==> config.mk <==
export PLATFORM = sky130hd
export DESIGN_NAME = alu8_core
export DESIGN_NICKNAME = d
export VERILOG_FILES = /design/src/rtl/alu8_pkg.sv /design/src/rtl/alu8_arith.sv /design/src/rtl/alu8_bitops.sv /design/src/rtl/alu8_flagreg.sv /design/src/rtl/alu8_core.sv
export SDC_FILE = /design/constraint.sdc
export NUM_CORES = 1
export LEC_CHECK = 0
export CAP_MARGIN = 5
export CORE_MARGIN = 2
export CORE_UTILIZATION = 45
export DETAILED_ROUTE_END_ITERATION = 10
export DONT_BUFFER_PORTS = 1
export PLACE_DENSITY_LB_ADDON = 0.05
export REMOVE_ABC_BUFFERS = 1
export SLEW_MARGIN = 40
export SYNTH_ARGS = -nofsm -noshare
export SYNTH_HDL_FRONTEND = slang
export SYNTH_HIERARCHICAL = 1
export SYNTH_SLANG_ARGS = --single-unit
==> constraint.sdc <==
create_clock -name clk -period 7.3 [get_ports clk]
set_input_delay 0.73 -clock clk [delete_from_list [all_inputs] [get_ports clk]]
set_output_delay 0.73 -clock clk [all_outputs]
set_load 0.1 [all_outputs]
==> src/rtl/alu8_pkg.sv <==
package alu8_pkg;

    localparam int DATA_W = 8;
    localparam int NIB_W  = DATA_W / 2;
    localparam int OP_W   = 4;
    localparam int FLAG_W = 4;
    localparam int REG_W  = 8;

    typedef enum logic [OP_W-1:0] {
        OP_ADD = 4'd0,
        OP_ADC = 4'd1,
        OP_SUB = 4'd2,
        OP_SBC = 4'd3,
        OP_AND = 4'd4,
        OP_OR  = 4'd5,
        OP_XOR = 4'd6,
        OP_RLC = 4'd7,
        OP_RRC = 4'd8
    } op_e;

    // Bit order matches the register layout: ov=3, ac=2, cy=1, zr=0
    typedef struct packed {
        logic ov;
        logic ac;
        logic cy;
        logic zr;
    } flags_t;

    typedef logic [DATA_W-1:0] word_t;

    function automatic logic is_arith(input logic [OP_W-1:0] code);
        return code <= OP_SBC;
    endfunction

    function automatic logic is_defined(input logic [OP_W-1:0] code);
        return code <= OP_RRC;
    endfunction

    function automatic logic zero_of(input word_t v);
        return v == '0;
    endfunction

endpackage

==> src/rtl/alu8_arith.sv <==
module alu8_arith
    import alu8_pkg::*;
(
    input  logic   clk,
    input  logic   rst,
    input  op_e    op,
    input  word_t  a,
    input  word_t  b,
    input  flags_t cur,
    output word_t  res,
    output flags_t flg
);
    localparam int WIDE_W = DATA_W + 1;
    localparam int NWID_W = NIB_W + 1;

    logic              sub_mode;
    logic              cin;
    logic [WIDE_W-1:0] full;
    logic [NWID_W-1:0] low;
    logic              sgn_ov;

    always_comb begin
        sub_mode = (op == OP_SUB) || (op == OP_SBC);
        cin      = ((op == OP_ADC) || (op == OP_SBC)) ? cur.cy : 1'b0;
        if (sub_mode) begin
            full = {1'b0, a} - {1'b0, b} - {{DATA_W{1'b0}}, cin};
            low  = {1'b0, a[NIB_W-1:0]} - {1'b0, b[NIB_W-1:0]} - {{NIB_W{1'b0}}, cin};
            sgn_ov = (a[DATA_W-1] != b[DATA_W-1]) && (full[DATA_W-1] != a[DATA_W-1]);
        end else begin
            full = {1'b0, a} + {1'b0, b} + {{DATA_W{1'b0}}, cin};
            low  = {1'b0, a[NIB_W-1:0]} + {1'b0, b[NIB_W-1:0]} + {{NIB_W{1'b0}}, cin};
            sgn_ov = (a[DATA_W-1] == b[DATA_W-1]) && (full[DATA_W-1] != a[DATA_W-1]);
        end
        res    = full[DATA_W-1:0];
        flg.cy = full[DATA_W];
        flg.ac = low[NIB_W];
        flg.ov = sgn_ov;
        flg.zr = zero_of(full[DATA_W-1:0]);
    end


    add_carry_chk: assert property (@(posedge clk) disable iff (rst)
        (op == OP_ADD) |-> (res == word_t'(a + b)) && (flg.cy == (res < a)));


    sub_borrow_chk: assert property (@(posedge clk) disable iff (rst)
        (op == OP_SUB) |-> (res == word_t'(a - b)) && (flg.cy == (a < b)));


    add_ovf_chk: assert property (@(posedge clk) disable iff (rst)
        (op == OP_ADD) |-> flg.ov == ((a[7] & b[7] & ~res[7]) | (~a[7] & ~b[7] & res[7])));

endmodule

==> src/rtl/alu8_bitops.sv <==
module alu8_bitops
    import alu8_pkg::*;
(
    input  logic   clk,
    input  logic   rst,
    input  op_e    op,
    input  word_t  a,
    input  word_t  b,
    input  flags_t cur,
    output word_t  res,
    output flags_t flg
);
    always_comb begin
        flg = cur;
        unique case (op)
            OP_AND:  res = a & b;
            OP_OR:   res = a | b;
            OP_XOR:  res = a ^ b;
            OP_RLC: begin
                res    = {a[DATA_W-2:0], cur.cy};
                flg.cy = a[DATA_W-1];
            end
            OP_RRC: begin
                res    = {cur.cy, a[DATA_W-1:1]};
                flg.cy = a[0];
            end
            default: res = a;
        endcase
        flg.zr = zero_of(res);
    end


    logic_keep_chk: assert property (@(posedge clk) disable iff (rst)
        (op == OP_AND || op == OP_OR || op == OP_XOR)
            |-> {flg.ov, flg.ac, flg.cy} == {cur.ov, cur.ac, cur.cy});


    rot_carry_chk: assert property (@(posedge clk) disable iff (rst)
        (op == OP_RLC) |-> (flg.cy == a[7]) && (res[0] == cur.cy) && (flg.ov == cur.ov));

endmodule

==> src/rtl/alu8_flagreg.sv <==
module alu8_flagreg
    import alu8_pkg::*;
(
    input  logic              clk,
    input  logic              rst,
    input  logic              upd,
    input  flags_t            upd_val,
    input  logic              wr_en,
    input  logic [FLAG_W-1:0] wr_val,
    output flags_t            q
);
    always_ff @(posedge clk) begin
        if (rst)        q <= '0;
        else if (wr_en) q <= flags_t'(wr_val);
        else if (upd)   q <= upd_val;
    end


    reset_clear_chk: assert property (@(posedge clk) rst |=> (q == '0));


    write_prio_chk: assert property (@(posedge clk) disable iff (rst)
        wr_en |=> (q == flags_t'($past(wr_val))));


    update_load_chk: assert property (@(posedge clk) disable iff (rst)
        (upd && !wr_en) |=> (q == $past(upd_val)));


    idle_hold_chk: assert property (@(posedge clk) disable iff (rst)
        (!upd && !wr_en) |=> $stable(q));

endmodule

==> src/rtl/alu8_core.sv <==
module alu8_core
    import alu8_pkg::*;
(
    input  logic        clk,
    input  logic        rst,
    input  logic        op_valid,
    input  logic [3:0]  op_code,
    input  logic [7:0]  opnd_a,
    input  logic [7:0]  opnd_b,
    output logic [7:0]  result,
    output logic [3:0]  flag_next,
    input  logic        reg_wr_en,
    input  logic [7:0]  reg_wr_data,
    output logic [7:0]  reg_rd_data
);
    localparam int RSV_W = REG_W - FLAG_W;

    op_e    op;
    flags_t cur_flags;
    flags_t ar_flg;
    flags_t bo_flg;
    flags_t nxt_flg;
    word_t  ar_res;
    word_t  bo_res;
    logic   unused_rsv;

    assign op         = op_e'(op_code);
    assign unused_rsv = ^reg_wr_data[REG_W-1:FLAG_W];

    alu8_arith u_arith (
        .clk (clk),
        .rst (rst),
        .op  (op),
        .a   (opnd_a),
        .b   (opnd_b),
        .cur (cur_flags),
        .res (ar_res),
        .flg (ar_flg)
    );

    alu8_bitops u_bitops (
        .clk (clk),
        .rst (rst),
        .op  (op),
        .a   (opnd_a),
        .b   (opnd_b),
        .cur (cur_flags),
        .res (bo_res),
        .flg (bo_flg)
    );

    always_comb begin
        if (!is_defined(op_code)) begin
            result  = opnd_a;
            nxt_flg = cur_flags;
        end else if (is_arith(op_code)) begin
            result  = ar_res;
            nxt_flg = ar_flg;
        end else begin
            result  = bo_res;
            nxt_flg = bo_flg;
        end
    end

    assign flag_next = nxt_flg;

    alu8_flagreg u_flagreg (
        .clk     (clk),
        .rst     (rst),
        .upd     (op_valid),
        .upd_val (nxt_flg),
        .wr_en   (reg_wr_en),
        .wr_val  (reg_wr_data[FLAG_W-1:0]),
        .q       (cur_flags)
    );

    assign reg_rd_data = {{RSV_W{1'b0}}, cur_flags};


    zero_flag_chk: assert property (@(posedge clk) disable iff (rst)
        is_defined(op_code) |-> (flag_next[0] == (result == 8'h00)));


    undef_pass_chk: assert property (@(posedge clk) disable iff (rst)
        !is_defined(op_code) |-> (result == opnd_a) && (flag_next == reg_rd_data[3:0]));


    rsv_zero_chk: assert property (@(posedge clk) disable iff (rst)
        reg_wr_en |=> (reg_rd_data[7:4] == 4'h0) && (reg_rd_data[3:0] == $past(reg_wr_data[3:0])));

endmodule

==> After elaboration in Yosys (flattened, before gate mapping) <==
Cells that the tools add are included.
{ "totals": {"regBits": 4, "input_bits": 32, "output_inout_bits": 20, "elab_cells": 48} }
{ "classes": {"add_sub_neg": 8, "magnitude_cmp": 2, "n_eq_ne": 12, "mux": 12, "n_bitwise": 3, "n_reduce_logical": 7} }
{ "ops": {"columns": ["op", "count"], "rows": [
  ["$pmux W8 S5", 1],
  ["$eq A4 B3 Y1 const B", 4],
  ["$logic_not A8 Y1", 2],
  ["$mux W4", 4],
  ["$mux W8", 2],
  ["$add A8 B8 Y9", 1],
  ["$add A9 B1 Y9", 1],
  ["$mux W9", 1],
  ["$sub A8 B8 Y9", 1],
  ["$sub A9 B1 Y9", 1],
  ["$and A8 B8 Y8", 1],
  ["$eq A4 B2 Y1 const B", 2],
  ["$or A8 B8 Y8", 1],
  ["$xor A8 B8 Y8", 1],
  ["$add A4 B4 Y5", 1],
  ["$add A5 B1 Y5", 1],
  ["$mux W5", 1],
  ["$sub A4 B4 Y5", 1],
  ["$sub A5 B1 Y5", 1],
  ["$eq A4 B1 Y1 const B", 1],
  ["$eq A4 B4 Y1 const B", 1],
  ["$le A4 B2 Y1 const B", 1],
  ["$le A4 B4 Y1 const B", 1],
  ["$ne A1 B1 Y1", 3],
  ["other kinds (6)", 9]
]} }

==> Logic depth before layout (Yosys ltp) <==
{ "depth": {"depth_word": 11, "mapped_depth": 17, "mapped_depth_nobuf": 16} }

==> By module <==
The synthesis kept the hierarchy.
{ "modules_own_cells": {"columns": ["module", "n_inst", "cells_each", "area_per_inst_um2", "seq_area_each_um2"], "rows": [
  ["alu8_arith", 1, 136, 1019.7, 0.0],
  ["alu8_bitops", 1, 113, 887.1, 0.0],
  ["alu8_core", 1, 46, 365.4, 0.0],
  ["alu8_flagreg", 1, 18, 190.2, 80.1]
]} }

==> Worst setup path after synthesis <==
Ideal clock, no wire load.
{ "synth_path": {"path_type": "reg2out", "from": "register u_flagreg/q[1] (netlist name)", "to": "output flag_next[3]", "arrival_time_ns": 4.562, "required_time_ns": 6.570, "setup_slack_ns": 2.008, "path_stages_with_launch": 15, "cell_sequence": "dfxtp_1 > nand3_1 > inv_1 > fa_1 > inv_1 > ha_1 > nand2_1 > nand3b_1 > a211oi_1 > xor2_2 > or3_1 > a21oi_1 > buf_4 > mux2i_1 > a21oi_1"} }
{ "synth_via": {"elab_chain_len": 7, "word_cells_on_any_way": 10} }
{ "synth_lines": {"columns": ["item", "line_no", "source"], "rows": [
  ["start: declaration", "alu8_flagreg.sv:10", "output flags_t q"],
  ["start signal: assignment", "alu8_flagreg.sv:14", "else if (wr_en) q <= flags_t'(wr_val);"],
  ["start signal: assignment", "alu8_flagreg.sv:15", "else if (upd) q <= upd_val;"],
  ["$mux W1 (*)", "alu8_arith.sv:24", "cin = ((op == OP_ADC) || (op == OP_SBC)) ? cur.cy : 1'b0;"],
  ["$add A9 B1 Y9 / $sub A9 B1 Y9 (equally long branches)", "alu8_arith.sv:30, alu8_arith.sv:26", null],
  ["$ne A1 B1 Y1 (on tied branches)", "alu8_arith.sv:32, alu8_arith.sv:28", null],
  ["$logic_and A1 B1 Y1 (on tied branches)", "alu8_arith.sv:32, alu8_arith.sv:28", null],
  ["$mux W1 (*)", "alu8_arith.sv:25", "if (sub_mode) begin"],
  ["net u_arith.sgn_ov", "alu8_arith.sv:20", "logic sgn_ov;"],
  ["$mux W4 (*)", "alu8_core.sv:56", "end else if (is_arith(op_code)) begin"],
  ["$mux W4 (*)", "alu8_core.sv:53", "if (!is_defined(op_code)) begin"],
  ["end: declaration", "alu8_core.sv:11", "output logic [3:0] flag_next,"]
]} }
Mark *: on every way through the listed nets, which the timed path passes. The rest lies on a longest branch.

==> flow_metrics.env <==
export IMPL_ant_nets=0
export IMPL_vias=2112
export IMPL_die_y_um=77.97
export IMPL_core_area_um2=5205
export IMPL_fillers=572
export IMPL_worstPathRequired_ns=6.57
export IMPL_gp_congestion=0.8148
export IMPL_clock_latency_ns=0.21
export IMPL_synth_top_family_by_area="adder cells"
export IMPL_dp_hpwl_um=4966
export IMPL_grt_overflow=0
export IMPL_yosysMostFrequentCell="inv_1"
export IMPL_vias_per_cell=5.632
export IMPL_fin_crit_ns=4.439
export IMPL_drt_iter0_drc=96
export IMPL_crit_type="flop to output port"
export IMPL_track_usage=0.2079
export IMPL_design_die_area_um2=6079
export IMPL_async_flop_share=0
export IMPL_drv_cap=0
export IMPL_synthAdderAreaFrac=0.2205
export IMPL_regMostFlops="u_flagreg/q"
export IMPL_synth_edf_count=0
export IMPL_die_x_um=77.97
export IMPL_synth_top_area_frac=0.1880
export IMPL_final_util=0.4947
export IMPL_reg_top3="u_flagreg/q x4"
export IMPL_hold_buffers=0
export IMPL_ioPinCount=52
export IMPL_grt_antenna_before_repair=0
export IMPL_met3_usage=0.02209
export IMPL_muxShareOfSynthArea=0.1662
export IMPL_power_total_uw=339.0
export IMPL_worstHoldPathType="input pin to flop"
export IMPL_path_clk_slew_ns=0.03
export IMPL_setup_ws_ns=2.861
export IMPL_cts_root_buf="clkbuf_8"
export IMPL_yosys_top_cells_count="inv_1 (51), ha_1 (37), nor2_1 (27), mux2i_1 (26), a21oi_1 (18)"
export IMPL_cts_resized=0
export IMPL_seq_area_um2=83.83
export IMPL_drt_pre_antenna_iters=5
export IMPL_dp_cells=372
export IMPL_syn_area_um2=2462
export IMPL_ys_warn_count=6
export IMPL_crit_path_start="u_flagreg/q[1]"
export IMPL_yosysUniqueCellTypes=64
export IMPL_grt_pass1_wl_um=10350
export IMPL_fin_cells=375
export IMPL_cp_max_fo=7
export IMPL_synth_simple_area_share=0.1712
export IMPL_met2_usage=0.3259
export IMPL_ir_drop_mv=0.09172
export IMPL_p_leak_nw=1.179
export IMPL_nets=380
export IMPL_setup_viol=0
export IMPL_timing_setup_tns_ns=0
export IMPL_worstMarginPinSlew_ns=0.7185
export IMPL_cp_end_kind="output port"
export IMPL_synth_yosys_seq_area_share=0.03252
export IMPL_synth_xor_area_frac=0.05234
export IMPL_hold_start="rst"
export IMPL_max_clock_freq_mhz=225.3
export IMPL_synth_largest_area_cell="ha_1"
export IMPL_slew_headroom=0.5199
export IMPL_use_met1=0.3156
export IMPL_clockBufferDepth=2
export IMPL_cts_num_sinks=4
export IMPL_status="completed"
export IMPL_synth_cells=313
export IMPL_drv_slew=0
export IMPL_initial_core_util=0.4731
export IMPL_dp_slack_ns=2.911
export IMPL_start_kind="flop"
export IMPL_synthTopCellsByArea="ha_1 (19%), mux2i_1 (11%), inv_1 (7.8%)"
export IMPL_grt_start_max_net_pins=24
export IMPL_regToRegStartpoint="u_flagreg/q[1]"
export IMPL_rsz0062_at_grt="false"
export IMPL_cts_buffers=3
export IMPL_avgSynthCellArea_um2=7.867
export IMPL_synth_compound_area_frac=0.2180
export IMPL_post_cts_buffers=0
export IMPL_port_buffer_count=0
export IMPL_post_drt_wl_per_cell_um=16.49
export IMPL_busiest_layer="met2"
export IMPL_drive_above_1_share=0.1344
export IMPL_num_rows=26
export IMPL_fin_crit_sh=0.6081
export IMPL_drc=0
export IMPL_multi_input_area_um2=2126
export IMPL_p_per_area_nw_per_um2=131.7
export IMPL_grt_pass1_vias=2039
export IMPL_hold_viol=0
export IMPL_drt_wl_total_um=6182
export IMPL_antenna_cells=0
export IMPL_largest_reg_flops=4
export IMPL_area_growth_syn_to_layout_pct=4.573
export IMPL_cp_data_arrival_time_ns=3.71
export IMPL_cts_tree="built"
export IMPL_htreeDepth=1
export IMPL_clock_skew_ns=0.001367
export IMPL_synth_ff_type="dfxtp_1"
export IMPL_yosys_register_bits=4
-- report_power, final --
part / switching (mW) / internal, mW / total [mW]
clock network: 0.0104 / 0.0350 / 0.0455
logic: 0.175 / 0.0837 / 0.258
registers: 0.0112 / 0.0241 / 0.0353
total: 0.196 / 0.143 / 0.339
-- worst max-delay path, stage by stage, from the launching register on --
cell	delay (ns)
dfxtp_1	0.30
buf_4	0.33
nand3_1	0.19
fa_1	0.43
fa_1	0.40
o21bai_1	0.13
a21oi_1	0.14
o31ai_1	0.34
xnor2_1	0.16
mux2i_1	0.15
nor4_2	0.32
mux2i_1	0.15
a21oi_2	0.15
buf_4	0.30
-- per-stage QoR --
stage	hold WS, ns	cell area, um2
final	0.5827	2575
after global routing	0.5734	2575
after CTS	0.5782	2575
after detailed placement	0.8005	2534
after global placement	0.8084	2470
after floorplan	0.8028	2326
-- layout make-up --
| class | count | share of cell area |
|---|---|---|
| clock buffers | 3 | 0.01603 |
| inverters | 51 | 0.07434 |
| multi-input cells | 241 | 0.8256 |
| flip-flops and latches | 4 | 0.03256 |
| well taps | 70 | 0.03401 |
| repair buffers | 6 | 0.01749 |
-- path summary, 6_finish.rpt --
kind              slack [ns]              to  cells after the start
setup reg to reg        3.32  u_flagreg/q[0]                     15
hold / removal          0.58  u_flagreg/q[3]                      1
setup / recovery        2.86    flag_next[0]                     13
hold reg to reg         0.82  u_flagreg/q[2]                      2
-- layer usage --
layer | vias to the layer above | routed length, um | part of all wire
li1 | 1065 | - | -
met1 | 995 | 3057 | 0.49
met2 | 48 | 2856 | 0.46
met3 | 4 | 219 | 0.035
met4 | 0 | 48 | 0.0078
met5 | - | 0 | 0
-- cell usage in the layout (no fill, tap or decap), types with 4 or more instances in the layout --
| cell | instances |
|---|---|
| o21ai_0 | 7 |
| buf_4 | 6 |
| mux2i_1 | 26 |
| xnor2_1 | 9 |
| nand2b_1 | 5 |
| a21oi_1 | 15 |
| conb_1 | 4 |
| a21oi_2 | 4 |
| nand2_1 | 8 |
| fa_1 | 4 |
| a211oi_1 | 8 |
| a21oi_4 | 8 |
| nor2_1 | 27 |
| nor3_1 | 4 |
| nor2b_1 | 10 |
| mux4_2 | 6 |
| inv_1 | 51 |
| ha_1 | 37 |
-- logic make-up after synthesis --
logic type	count (synthesis)
xor gates and xnor gates	13
adders and majority gates	41
buffers and inverters	71
other	1
muxes	33
DFF	4
AOI/OAI and AO/OA	74
and+or+nand+nor	76
Power figures use the tool's default switching activity.
